--- src/rtl/tsrl_pkg.sv ---
package tsrl_pkg;
    localparam int WORD_W = 16;
    localparam int POS_W  = 24;

    typedef enum logic [1:0] {
        ST_START = 2'd0,
        ST_FILL  = 2'd1,
        ST_POST  = 2'd2
    } tsrl_state_e;

    typedef enum logic [1:0] {
        RATE_BASE  = 2'd0,
        RATE_X2    = 2'd1,
        RATE_X4    = 2'd2,
        RATE_BASE2 = 2'd3
    } tsrl_rate_e;
endpackage

--- src/rtl/tsrl_ilv.sv ---
module tsrl_ilv #(
    parameter int W     = 16,
    parameter int LANES = 2
) (
    input  logic [W-1:0] in_i,
    output logic [W-1:0] out_o
);
    localparam int LW = W / LANES;

    for (genvar i = 0; i < LANES; i++) begin : g_lane
        for (genvar k = 0; k < LW; k++) begin : g_bit
            assign out_o[k*LANES + i] = in_i[i*LW + k];
        end
    end
endmodule

--- src/rtl/tsrl_wrptr.sv ---
module tsrl_wrptr #(
    parameter int PTR_W = 8
) (
    input  logic             clk,
    input  logic             rst_n,
    input  logic             adv_i,
    output logic [PTR_W-1:0] ptr_o,
    output logic [PTR_W-1:0] ptr_nx_o,
    output logic             round_o
);
    logic [PTR_W-1:0] ptr_q;
    logic             round_q;

    assign ptr_nx_o = ptr_q + PTR_W'(1);
    assign ptr_o    = ptr_q;
    assign round_o  = round_q;

    always_ff @(posedge clk) begin
        if (!rst_n) begin
            ptr_q   <= '0;
            round_q <= 1'b0;
        end else if (adv_i) begin
            ptr_q <= ptr_nx_o;
            if (&ptr_q) round_q <= 1'b1;
        end
    end
endmodule

--- src/rtl/tsrl_clusterer.sv ---
module tsrl_clusterer
    import tsrl_pkg::*;
#(
    parameter int ROW_W = 15,
    parameter int CL_W  = 6,
    parameter int CL_EV = 7,
    parameter int TS_W  = 16
) (
    input  logic                          clk,
    input  logic                          rst_n,
    input  logic [1:0]                    rate_i,
    input  logic                          evt_i,
    input  logic [WORD_W-1:0]             samp_i,
    input  logic                          trig_i,
    input  logic                          force_stop_i,
    output logic                          mem_we_o,
    output logic [ROW_W+CL_W-1:0]         mem_addr_o,
    output logic [(CL_EV+1)*WORD_W-1:0]   mem_data_o,
    output logic [POS_W-1:0]              stop_pos_o,
    output logic [POS_W-1:0]              trig_pos_o,
    output logic                          triggered_o,
    output logic                          post_trig_o,
    output logic                          round_o
);
    localparam int SLOT_W   = $clog2(CL_EV + 1);
    localparam int PTR_W    = ROW_W + CL_W;
    localparam int DATA_W   = (CL_EV + 1) * WORD_W;
    localparam int MAX_SKIP = ((1 << TS_W) - 1) / CL_EV - 1;
    localparam int SKIP_W   = $clog2(MAX_SKIP + 1) + 1;

    tsrl_state_e st_q, st_d;

    logic [WORD_W-1:0] lane2_w, lane4_w, word_w;
    logic [WORD_W-1:0] hold_q [CL_EV-1];
    logic [WORD_W-1:0] ref_q;
    logic [SLOT_W-1:0] slot_q;
    logic [TS_W-1:0]   ev_cnt_q, ts_q;
    logic [SKIP_W-1:0] skip_q;
    logic              chg_q, tcl_q, trig_hit_q;
    logic              last_slot, chg_now, trig_now, tcl_now, commit, withhold;
    logic [PTR_W-1:0]  ptr, ptr_nx;
    logic [DATA_W-1:0] data_w;

    tsrl_ilv #(.W(WORD_W), .LANES(2)) u_ilv2 (.in_i(samp_i), .out_o(lane2_w));
    tsrl_ilv #(.W(WORD_W), .LANES(4)) u_ilv4 (.in_i(samp_i), .out_o(lane4_w));

    tsrl_wrptr #(.PTR_W(PTR_W)) u_ptr (
        .clk(clk), .rst_n(rst_n), .adv_i(commit),
        .ptr_o(ptr), .ptr_nx_o(ptr_nx), .round_o(round_o)
    );

    // sample packing by rate
    always_comb begin
        unique case (tsrl_rate_e'(rate_i))
            RATE_X2:    word_w = lane2_w;
            RATE_X4:    word_w = lane4_w;
            RATE_BASE,
            RATE_BASE2: word_w = samp_i;
            default:    word_w = samp_i;
        endcase
    end

    // cluster completion and store decision
    always_comb begin
        last_slot = (slot_q == SLOT_W'(CL_EV - 1));
        chg_now   = ((slot_q != '0) && chg_q) || (word_w != ref_q);
        trig_now  = evt_i && trig_i && !trig_hit_q;
        tcl_now   = ((slot_q != '0) && tcl_q) || trig_now;
        commit    = evt_i && last_slot &&
                    (chg_now || tcl_now || (st_q != ST_FILL) ||
                     (skip_q >= SKIP_W'(MAX_SKIP)));
        withhold  = evt_i && last_slot && !commit;
    end

    always_comb begin
        data_w = '0;
        data_w[WORD_W-1:0] = WORD_W'(ts_q);
        for (int j = 0; j < CL_EV - 1; j++)
            data_w[(j+1)*WORD_W +: WORD_W] = hold_q[j];
        data_w[CL_EV*WORD_W +: WORD_W] = word_w;
    end

    // next state
    always_comb begin
        st_d = st_q;
        unique case (st_q)
            ST_START: begin
                if (force_stop_i)  st_d = ST_POST;
                else if (commit)   st_d = ST_FILL;
            end
            ST_FILL:  if (force_stop_i) st_d = ST_POST;
            ST_POST:  st_d = ST_POST;
            default:  st_d = ST_START;
        endcase
    end

    // state register
    always_ff @(posedge clk) begin
        if (!rst_n) st_q <= ST_START;
        else        st_q <= st_d;
    end

    // datapath and outputs
    always_ff @(posedge clk) begin
        if (!rst_n) begin
            slot_q      <= '0;
            ev_cnt_q    <= '0;
            ts_q        <= '0;
            skip_q      <= '0;
            chg_q       <= 1'b0;
            tcl_q       <= 1'b0;
            trig_hit_q  <= 1'b0;
            ref_q       <= '0;
            mem_we_o    <= 1'b0;
            mem_addr_o  <= '0;
            mem_data_o  <= '0;
            stop_pos_o  <= '0;
            trig_pos_o  <= '0;
        end else begin
            mem_we_o <= commit;
            if (evt_i) begin
                ev_cnt_q <= ev_cnt_q + TS_W'(1);
                slot_q   <= last_slot ? '0 : slot_q + SLOT_W'(1);
                chg_q    <= chg_now;
                tcl_q    <= tcl_now;
                if (slot_q == '0) ts_q <= ev_cnt_q;
            end
            if (trig_now) begin
                trig_hit_q <= 1'b1;
                trig_pos_o <= POS_W'({ptr, SLOT_W'(slot_q + SLOT_W'(1))});
            end
            if (commit) begin
                mem_addr_o <= ptr;
                mem_data_o <= data_w;
                ref_q      <= word_w;
                skip_q     <= '0;
                stop_pos_o <= POS_W'({ptr_nx, SLOT_W'(0)});
            end else if (withhold) begin
                skip_q <= skip_q + SKIP_W'(1);
            end
        end
    end

    for (genvar j = 0; j < CL_EV - 1; j++) begin : g_hold
        always_ff @(posedge clk) begin
            if (!rst_n)
                hold_q[j] <= '0;
            else if (evt_i && slot_q == SLOT_W'(j))
                hold_q[j] <= word_w;
        end
    end

    always_comb begin
        triggered_o = trig_hit_q;
        post_trig_o = (st_q == ST_POST);
    end
endmodule

--- config.mk ---
export PLATFORM = sky130hd
export DESIGN_NAME = tsrl_clusterer
export DESIGN_NICKNAME = d
export VERILOG_FILES = /design/src/rtl/tsrl_pkg.sv /design/src/rtl/tsrl_ilv.sv /design/src/rtl/tsrl_wrptr.sv /design/src/rtl/tsrl_clusterer.sv
export SDC_FILE = /design/constraint.sdc
export NUM_CORES = 1
export LEC_CHECK = 0
export ABC_AREA = 0
export ABC_CLOCK_PERIOD_IN_PS = 2640
export BUFFER_PORTS_ARGS = -buffer_cell sky130_fd_sc_hd__buf_4
export CELL_PAD_IN_SITES_DETAIL_PLACEMENT = 2
export CELL_PAD_IN_SITES_GLOBAL_PLACEMENT = 2
export CORE_ASPECT_RATIO = 2
export CORE_MARGIN = 3
export CORE_UTILIZATION = 31
export DETAILED_ROUTE_END_ITERATION = 6
export PLACE_DENSITY_LB_ADDON = 0.1
export SLEW_MARGIN = 15
export SYNTH_ARGS = -nofsm -noshare
export SYNTH_HDL_FRONTEND = slang
export SYNTH_SLANG_ARGS = --single-unit
--- constraint.sdc ---
create_clock -name clk -period 2.64 [get_ports clk]
set_input_delay 0.264 -clock clk [delete_from_list [all_inputs] [get_ports clk]]
set_output_delay 0.264 -clock clk [all_outputs]
set_load 0.05 [all_outputs]
* Yosys cells after proc, flatten, opt, wreduce, memory -nomap -nowiden
Memory sizes are Yosys's and may differ from the RTL's. A register that Yosys moved wholly into a read port is not among the register bits.
Index checks and enable logic that the tools add are counted.
** Storage, ports and cells
- Memory bits (writable) :: 96
- Output and inout bits :: 201
- Memories kept :: 1
- Word-level logic and storage cells :: 109
- Input port bits :: 23
- Flip-flop bits (word level) :: 267
** Cells by class
- Reductions and logical operators :: 35
- Mux-type cells :: 31
- Bitwise gates (word level) :: 7
- Eq/ne operators :: 15
- Magnitude comparators :: 1
- Add/subtract/negate cells :: 4
** Memory list
- hold_q :: words 6, width 16, rd ports 6, clocked after Yosys merged registers in 6, wr ports 6, line tsrl_clusterer.sv:34 : logic [WORD_W-1:0] hold_q [CL_EV-1];
** Operators by type and width (number)
- 16-bit two-way mux :: 6
- 16-bit one-hot mux with 3 select lines :: 1
- 22-bit AND reduction :: 1
- 21-bit by 1-bit adder with 21-bit output (second input constant) :: 1
- 1-bit two-way mux :: 19
- 16-bit by 1-bit adder with 16-bit output (second input constant) :: 1
- 16-bit != test :: 1
- 15-bit by 1-bit adder with 15-bit output (second input constant) :: 1
- 15-bit by 14-bit >= comparator with 1-bit output (second input constant) :: 1
- 1-bit logical AND :: 13
- 3-bit equality test (second input constant) :: 3
- 1-bit zero test :: 8
- 2-bit equality test (second input constant) :: 3
- 3-bit by 2-bit equality test with 1-bit output (second input constant) :: 2
- 2-bit two-way mux :: 3
- 1-bit OR :: 6
- 2-bit one-hot mux with 3 select lines :: 1
- 1-bit logical OR :: 5
- 2-bit by 1-bit equality test with 1-bit output (second input constant) :: 2
- 2-bit zero test :: 2
- 2-bit AND reduction :: 2
- 2-bit OR reduction :: 2
- 3-bit by 1-bit adder with 3-bit output (second input constant) :: 1
- 3-bit by 1-bit equality test with 1-bit output (second input constant) :: 1
- 7 further kinds :: 7

* Depth between registers and ports, before layout
- Depth after elaboration :: 12
- Gate-level depth with buffers :: 15
- Depth with buffers taken out :: 10

* By module
Synthesis repeated with hierarchy kept, for this count alone.
** Second synthesis, totals
- Cell total of the unflattened synthesis :: 1650
- Area, all modules :: 15452.3 um^2
** Modules (own cells, without submodules)
- tsrl_clusterer :: sequential area each 7887.6 um^2, cells each 1453, area an instance 13902.1 um^2, times used 1
- tsrl_wrptr :: sequential area each 440.4 um^2, cells each 165, area an instance 1310.0 um^2, times used 1
- tsrl_ilv :: sequential area each 0.0 um^2, cells each 16, area an instance 120.1 um^2, times used 2

* Worst setup path after synthesis
No wires, ideal clock.
- Kind :: in2reg
- From :: in rate_i[0]
- To :: reg stop_pos_o[15]
- Cell stages on the path :: 13
- Required time :: 2.570 ns
- Buffers on the path :: 3
- Data arrival time :: 2.834 ns
- Slack :: -0.265 ns
- Library setup time :: 0.070 ns
- Cells stage by stage :: inv_1 -> ha_1 -> buf_4 -> a221o_1 -> o21ai_2 -> xnor2_1 -> nor4_2 -> and4_1 -> buf_6 -> or4_4 -> buf_6 -> or3_1 -> a21oi_1
** On the way
- Word-level cells in the longest chain between the ends :: 9
- Elaborated cells on any way between the ends :: 12
- Those cells by class :: eq/ne: 4; mux: 1; reduce/logical: 7
** Ends and longest elaborated chain
- from (decl) :: line tsrl_clusterer.sv:11 : input logic [1:0] rate_i,
- 2-bit equality test / 2-bit zero test (equally long branches) :: line tsrl_clusterer.sv:54 : unique case (tsrl_rate_e'(rate_i))
- 2-bit OR reduction :: line tsrl_clusterer.sv:54
- 16-bit one-hot mux with 3 select lines * :: line tsrl_clusterer.sv:54
- 16-bit != test * :: line tsrl_clusterer.sv:66 : chg_now = ((slot_q != '0) && chg_q) || (word_w != ref_q);
- 1-bit logical OR * :: line tsrl_clusterer.sv:66
- 1-bit logical OR * (3 in a row) :: line tsrl_clusterer.sv:70 : (chg_now || tcl_now || (st_q != ST_FILL) ||
- 1-bit logical AND * :: line tsrl_clusterer.sv:69 : commit = evt_i && last_slot &&
- to (signal assigned) :: line tsrl_clusterer.sv:137 : stop_pos_o <= POS_W'({ptr_nx, SLOT_W'(0)});
- to (decl) :: line tsrl_clusterer.sv:19 : output logic [POS_W-1:0] stop_pos_o,
Mark *: on every way between the ends. The rest lies on a longest branch, timed or not. The select of a mux whose other input is x is not followed.
A chain may end at the register's enable or synchronous reset.

* Final worst setup path
- From :: reg ref_q[7]
- To :: reg mem_data_o[93], read port of hold_q
** On the way
- Word-level cells in the longest chain between the ends :: 6
** Ends and longest elaborated chain
- from (decl) :: line tsrl_clusterer.sv:35 : logic [WORD_W-1:0] ref_q;
- from (signal assigned) :: line tsrl_clusterer.sv:135 : ref_q <= word_w;
- 16-bit != test :: line tsrl_clusterer.sv:66
- 1-bit logical OR :: line tsrl_clusterer.sv:66
- 1-bit logical OR (3 in a row) :: line tsrl_clusterer.sv:70
- 1-bit logical AND :: line tsrl_clusterer.sv:69
- to (decl) :: line tsrl_clusterer.sv:18 : output logic [(CL_EV+1)*WORD_W-1:0] mem_data_o,
Every way passes these cells.

==> out/metrics.cfg <==
[run_status]
status=complete, no violations

[critical_path]
r2r_cells=11
critPathMaxFanout=14
cp.required_ps=3080
cp-start-kind=flip-flop
r2r-end=mem_data_o[93]$_SDFFE_PN0P_
rrSetupSlack_ps=30
end_kind=flip-flop
worstPathArrival_ps=3060
crit_type=flip-flop to flip-flop
timing.rr.start=ref_q[7]$_SDFFE_PN0P_

[detailed_routing]
drc=0
vias=11700
drtIter0Drc=386
post_drt_wl_per_cell_um=22.2
wl_um=51300
first_pass_iters=4
postRouteAntennaNets=0
vias_per_cell=5.06

[layout]
n_antenna_cell=0
fillers=4660
fin_area_mm2=0.0181
syn_to_final_growth_pct=34.7
drive_above_1_share=0.276
fin_nets=1773

[synthesis]
synthArstFlopShare=0
netlist_area_mm2=0.0134
ys_seq_elements=347
synth-simple-area-share=0.200
synth_mux_area_frac=0.00942
yosysMostFrequentCell=nand2_1
synth_xor_area_frac=0.0293
seq_area_frac_synth=0.589
ys.flop_type=dfxtp_1
synth.top_cell.area_share=0.374
synth_edf_count=96
synth_top_area_cell=dfxtp_1
synth_compound_area_frac=0.119
synth_top_family_by_area=simple AND/OR/NAND/NOR gates
synthTopCellsByArea=dfxtp_1, edfxtp_1, nand2_1
yosys.area_share.adder=0.0140
yosysUniqueCellTypes=62
netlist_top_cells_count=nand2_1, dfxtp_1, a21oi_1
syn_avg_cell_area_um2=9.30
yosys_warnings=0
netlist_instances=1443

[place]
gp_congestion=0.813
detailed_place_hpwl_um=34800
io_buffer_count=220
dp_slack_ps=-367
placed_area_mm2=0.0163

[run]
cap_violations=0

[min_path]
hp-class=primary input to flip-flop
hold_path_startpoint=samp_i[0]
whs_endpoint=ref_q[0]$_SDFFE_PN0P_
min_path_cells=3

[pwr]
p_total_uw=11500
powerDensity_mw_per_mm2=635
ir_drop_uv=401
leakage_uw=0.00692

[cts]
insertion_delay_ps=540
cts-root-buf=clkbuf_16
cts.sink_count=347
ctsLongestPathBuffers=3
cts_tree=done
htreeDepth=2
cts_buffers=35
clkTransAtPathRegs_ps=70

[timing]
finalCritPeriodShare=0.990
drv_slew=0
tns_ps=0
fin_ws_ps=26.8
post-route-min-period_ps=2610
worst_pin_slew_ps=874
final-hold-violation-count=0
clock.fmax_ghz=0.383
finClkSkew_ps=28.0
relSlewSlack=0.418
finalSetupViolCount=0
rsz0062_at_grt=true

[die]
fp.coreArea_mm2=0.0427
rows=107
die_area_mm2=0.0460
die_x_um=153
initial_core_util=0.314
ioPinCount=224
die_y_um=300

[global_routing]
grt_usage=0.208
globalRouteOverflowTotal=0
grt_pass1_vias=12700
grt_pass1_wl_um=74800
antenna_found_initial=0
grt_max_degree=74

[area by class of cell]
| class | instances | area, um^2 | area share |
|---|---|---|---|
| clock buffers | 52 | 1040 | 0.0576 |
| clock inverters | 10 | 116 | 0.00644 |
| inverters | 20 | 80.1 | 0.00443 |
| multi-input cells | 984 | 5290 | 0.293 |
| flip-flops and latches | 347 | 7910 | 0.438 |
| well taps | 545 | 682 | 0.0377 |
| repair buffers | 347 | 2960 | 0.164 |
[where the power goes]
part           switching [uW]  internal (uW)  leakage (uW)  total (uW)
Combinational             502            228       0.00333         730
Clock                    2190           2950      0.000567        5140
Sequential               43.3           5570       0.00303        5610
Total                    2740           8740       0.00692       11500
[how the worst max path moves through the flow]
stage / start / endpoint / slack (ps) / cells after the start
floorplan: rate_i[0] / stop_pos_o[15]$_SDFFE_PN0P_ / -50 / 13
global placement: rate_i[1] / stop_pos_o[19]$_SDFFE_PN0P_ / -280 / 11
detailed placement: rate_i[1] / mem_data_o[73]$_SDFFE_PN0P_ / -370 / 15
CTS: skip_q[1]$_SDFFE_PP0P_ / stop_pos_o[19]$_SDFFE_PN0P_ / 20 / 11
global route: ref_q[7]$_SDFFE_PN0P_ / mem_data_o[93]$_SDFFE_PN0P_ / -110 / 11
finish: ref_q[7]$_SDFFE_PN0P_ / mem_data_o[93]$_SDFFE_PN0P_ / 30 / 11
[cells in the final DEF, fill, tap and decap left out, types with 4 or more instances in the layout]
cell type / Yosys / final
nor4_1: 9 / 8
dfxtp_1: 251 / 248
nor3_1: 10 / 8
clkinv_2: 0 / 4
nand2_1: 371 / 352
a22o_1: 18 / 18
o21ai_0: 11 / 11
inv_1: 18 / 14
edfxtp_1: 96 / 96
xor2_1: 18 / 17
o21a_1: 4 / 4
a221o_1: 7 / 7
clkbuf_1: 56 / 9
or3_1: 20 / 20
ha_1: 15 / 12
clkbuf_8: 0 / 6
xnor2_1: 25 / 25
clkbuf_16: 0 / 43
buf_12: 0 / 17
buf_4: 5 / 318
a21oi_1: 187 / 164
inv_2: 2 / 5
and3_1: 7 / 7
nand4_1: 15 / 15
o21ai_1: 4 / 4
nor2b_1: 5 / 5
nand2_2: 0 / 19
a211oi_1: 6 / 5
mux2i_1: 9 / 7
nor2_1: 159 / 157
a21oi_2: 0 / 23
o21ai_2: 6 / 4
nand3_1: 25 / 24
[metrics by stage]
| stage | cells | hold slack, ps | util |
|---|---|---|---|
| after floorplan | 1445 | 342 | - |
| after global placement | 2219 | 438 | 0.382 |
| after detailed placement | 2219 | 452 | 0.382 |
| after CTS | 2284 | 3.17 | 0.411 |
| after global routing | 2305 | 22.5 | 0.423 |
| final | 2305 | 33.5 | 0.423 |
[cell families after synthesis]
logic type,after synthesis
flip-flops,347
other,1
adder cells (fa/ha/maj),15
AND/OR/NAND/NOR,639
multiplexers,12
buffers and inverters,116
XOR/XNOR,44
AO/OA/AOI/OAI,269
[per-layer routing]
metal	wire, um	vias to the layer above	track usage
li1	-	5443	-
met1	17800	5857	0.206
met2	29600	269	0.425
met3	2070	83	0.0333
met4	1830	0	0.0726
met5	0	-	0
[registers in the layout, summed over array words and instances, names as in the netlist, 2 cells and up]
signal,count
ts_q,16
mem_data_o,112
st_q,2
hold_q,96
mem_addr_o,21
ev_cnt_q,16
skip_q,15
stop_pos_o,21
trig_pos_o,24
ref_q,16
slot_q,3
[timing repair]
action	CTS	global route
gates resized for setup	5	63
hold buffers	3	0
endpoints found under the hold margin	3	0
cloned	0	11
pin swaps	2	20
setup buffers	0	12
setup endpoints to repair	27	165
[critical path, cell delays in order, from the launching register on]
cell	delay (ps)
dfxtp_2	350
xor2_2	170
o41ai_2	360
o221ai_2	170
nor4_4	340
nand4_1	150
buf_6	170
nand2_2	200
buf_12	160
buf_12	150
nand2_1	70
a21oi_1	220
(Power assumes the default switching activity.)
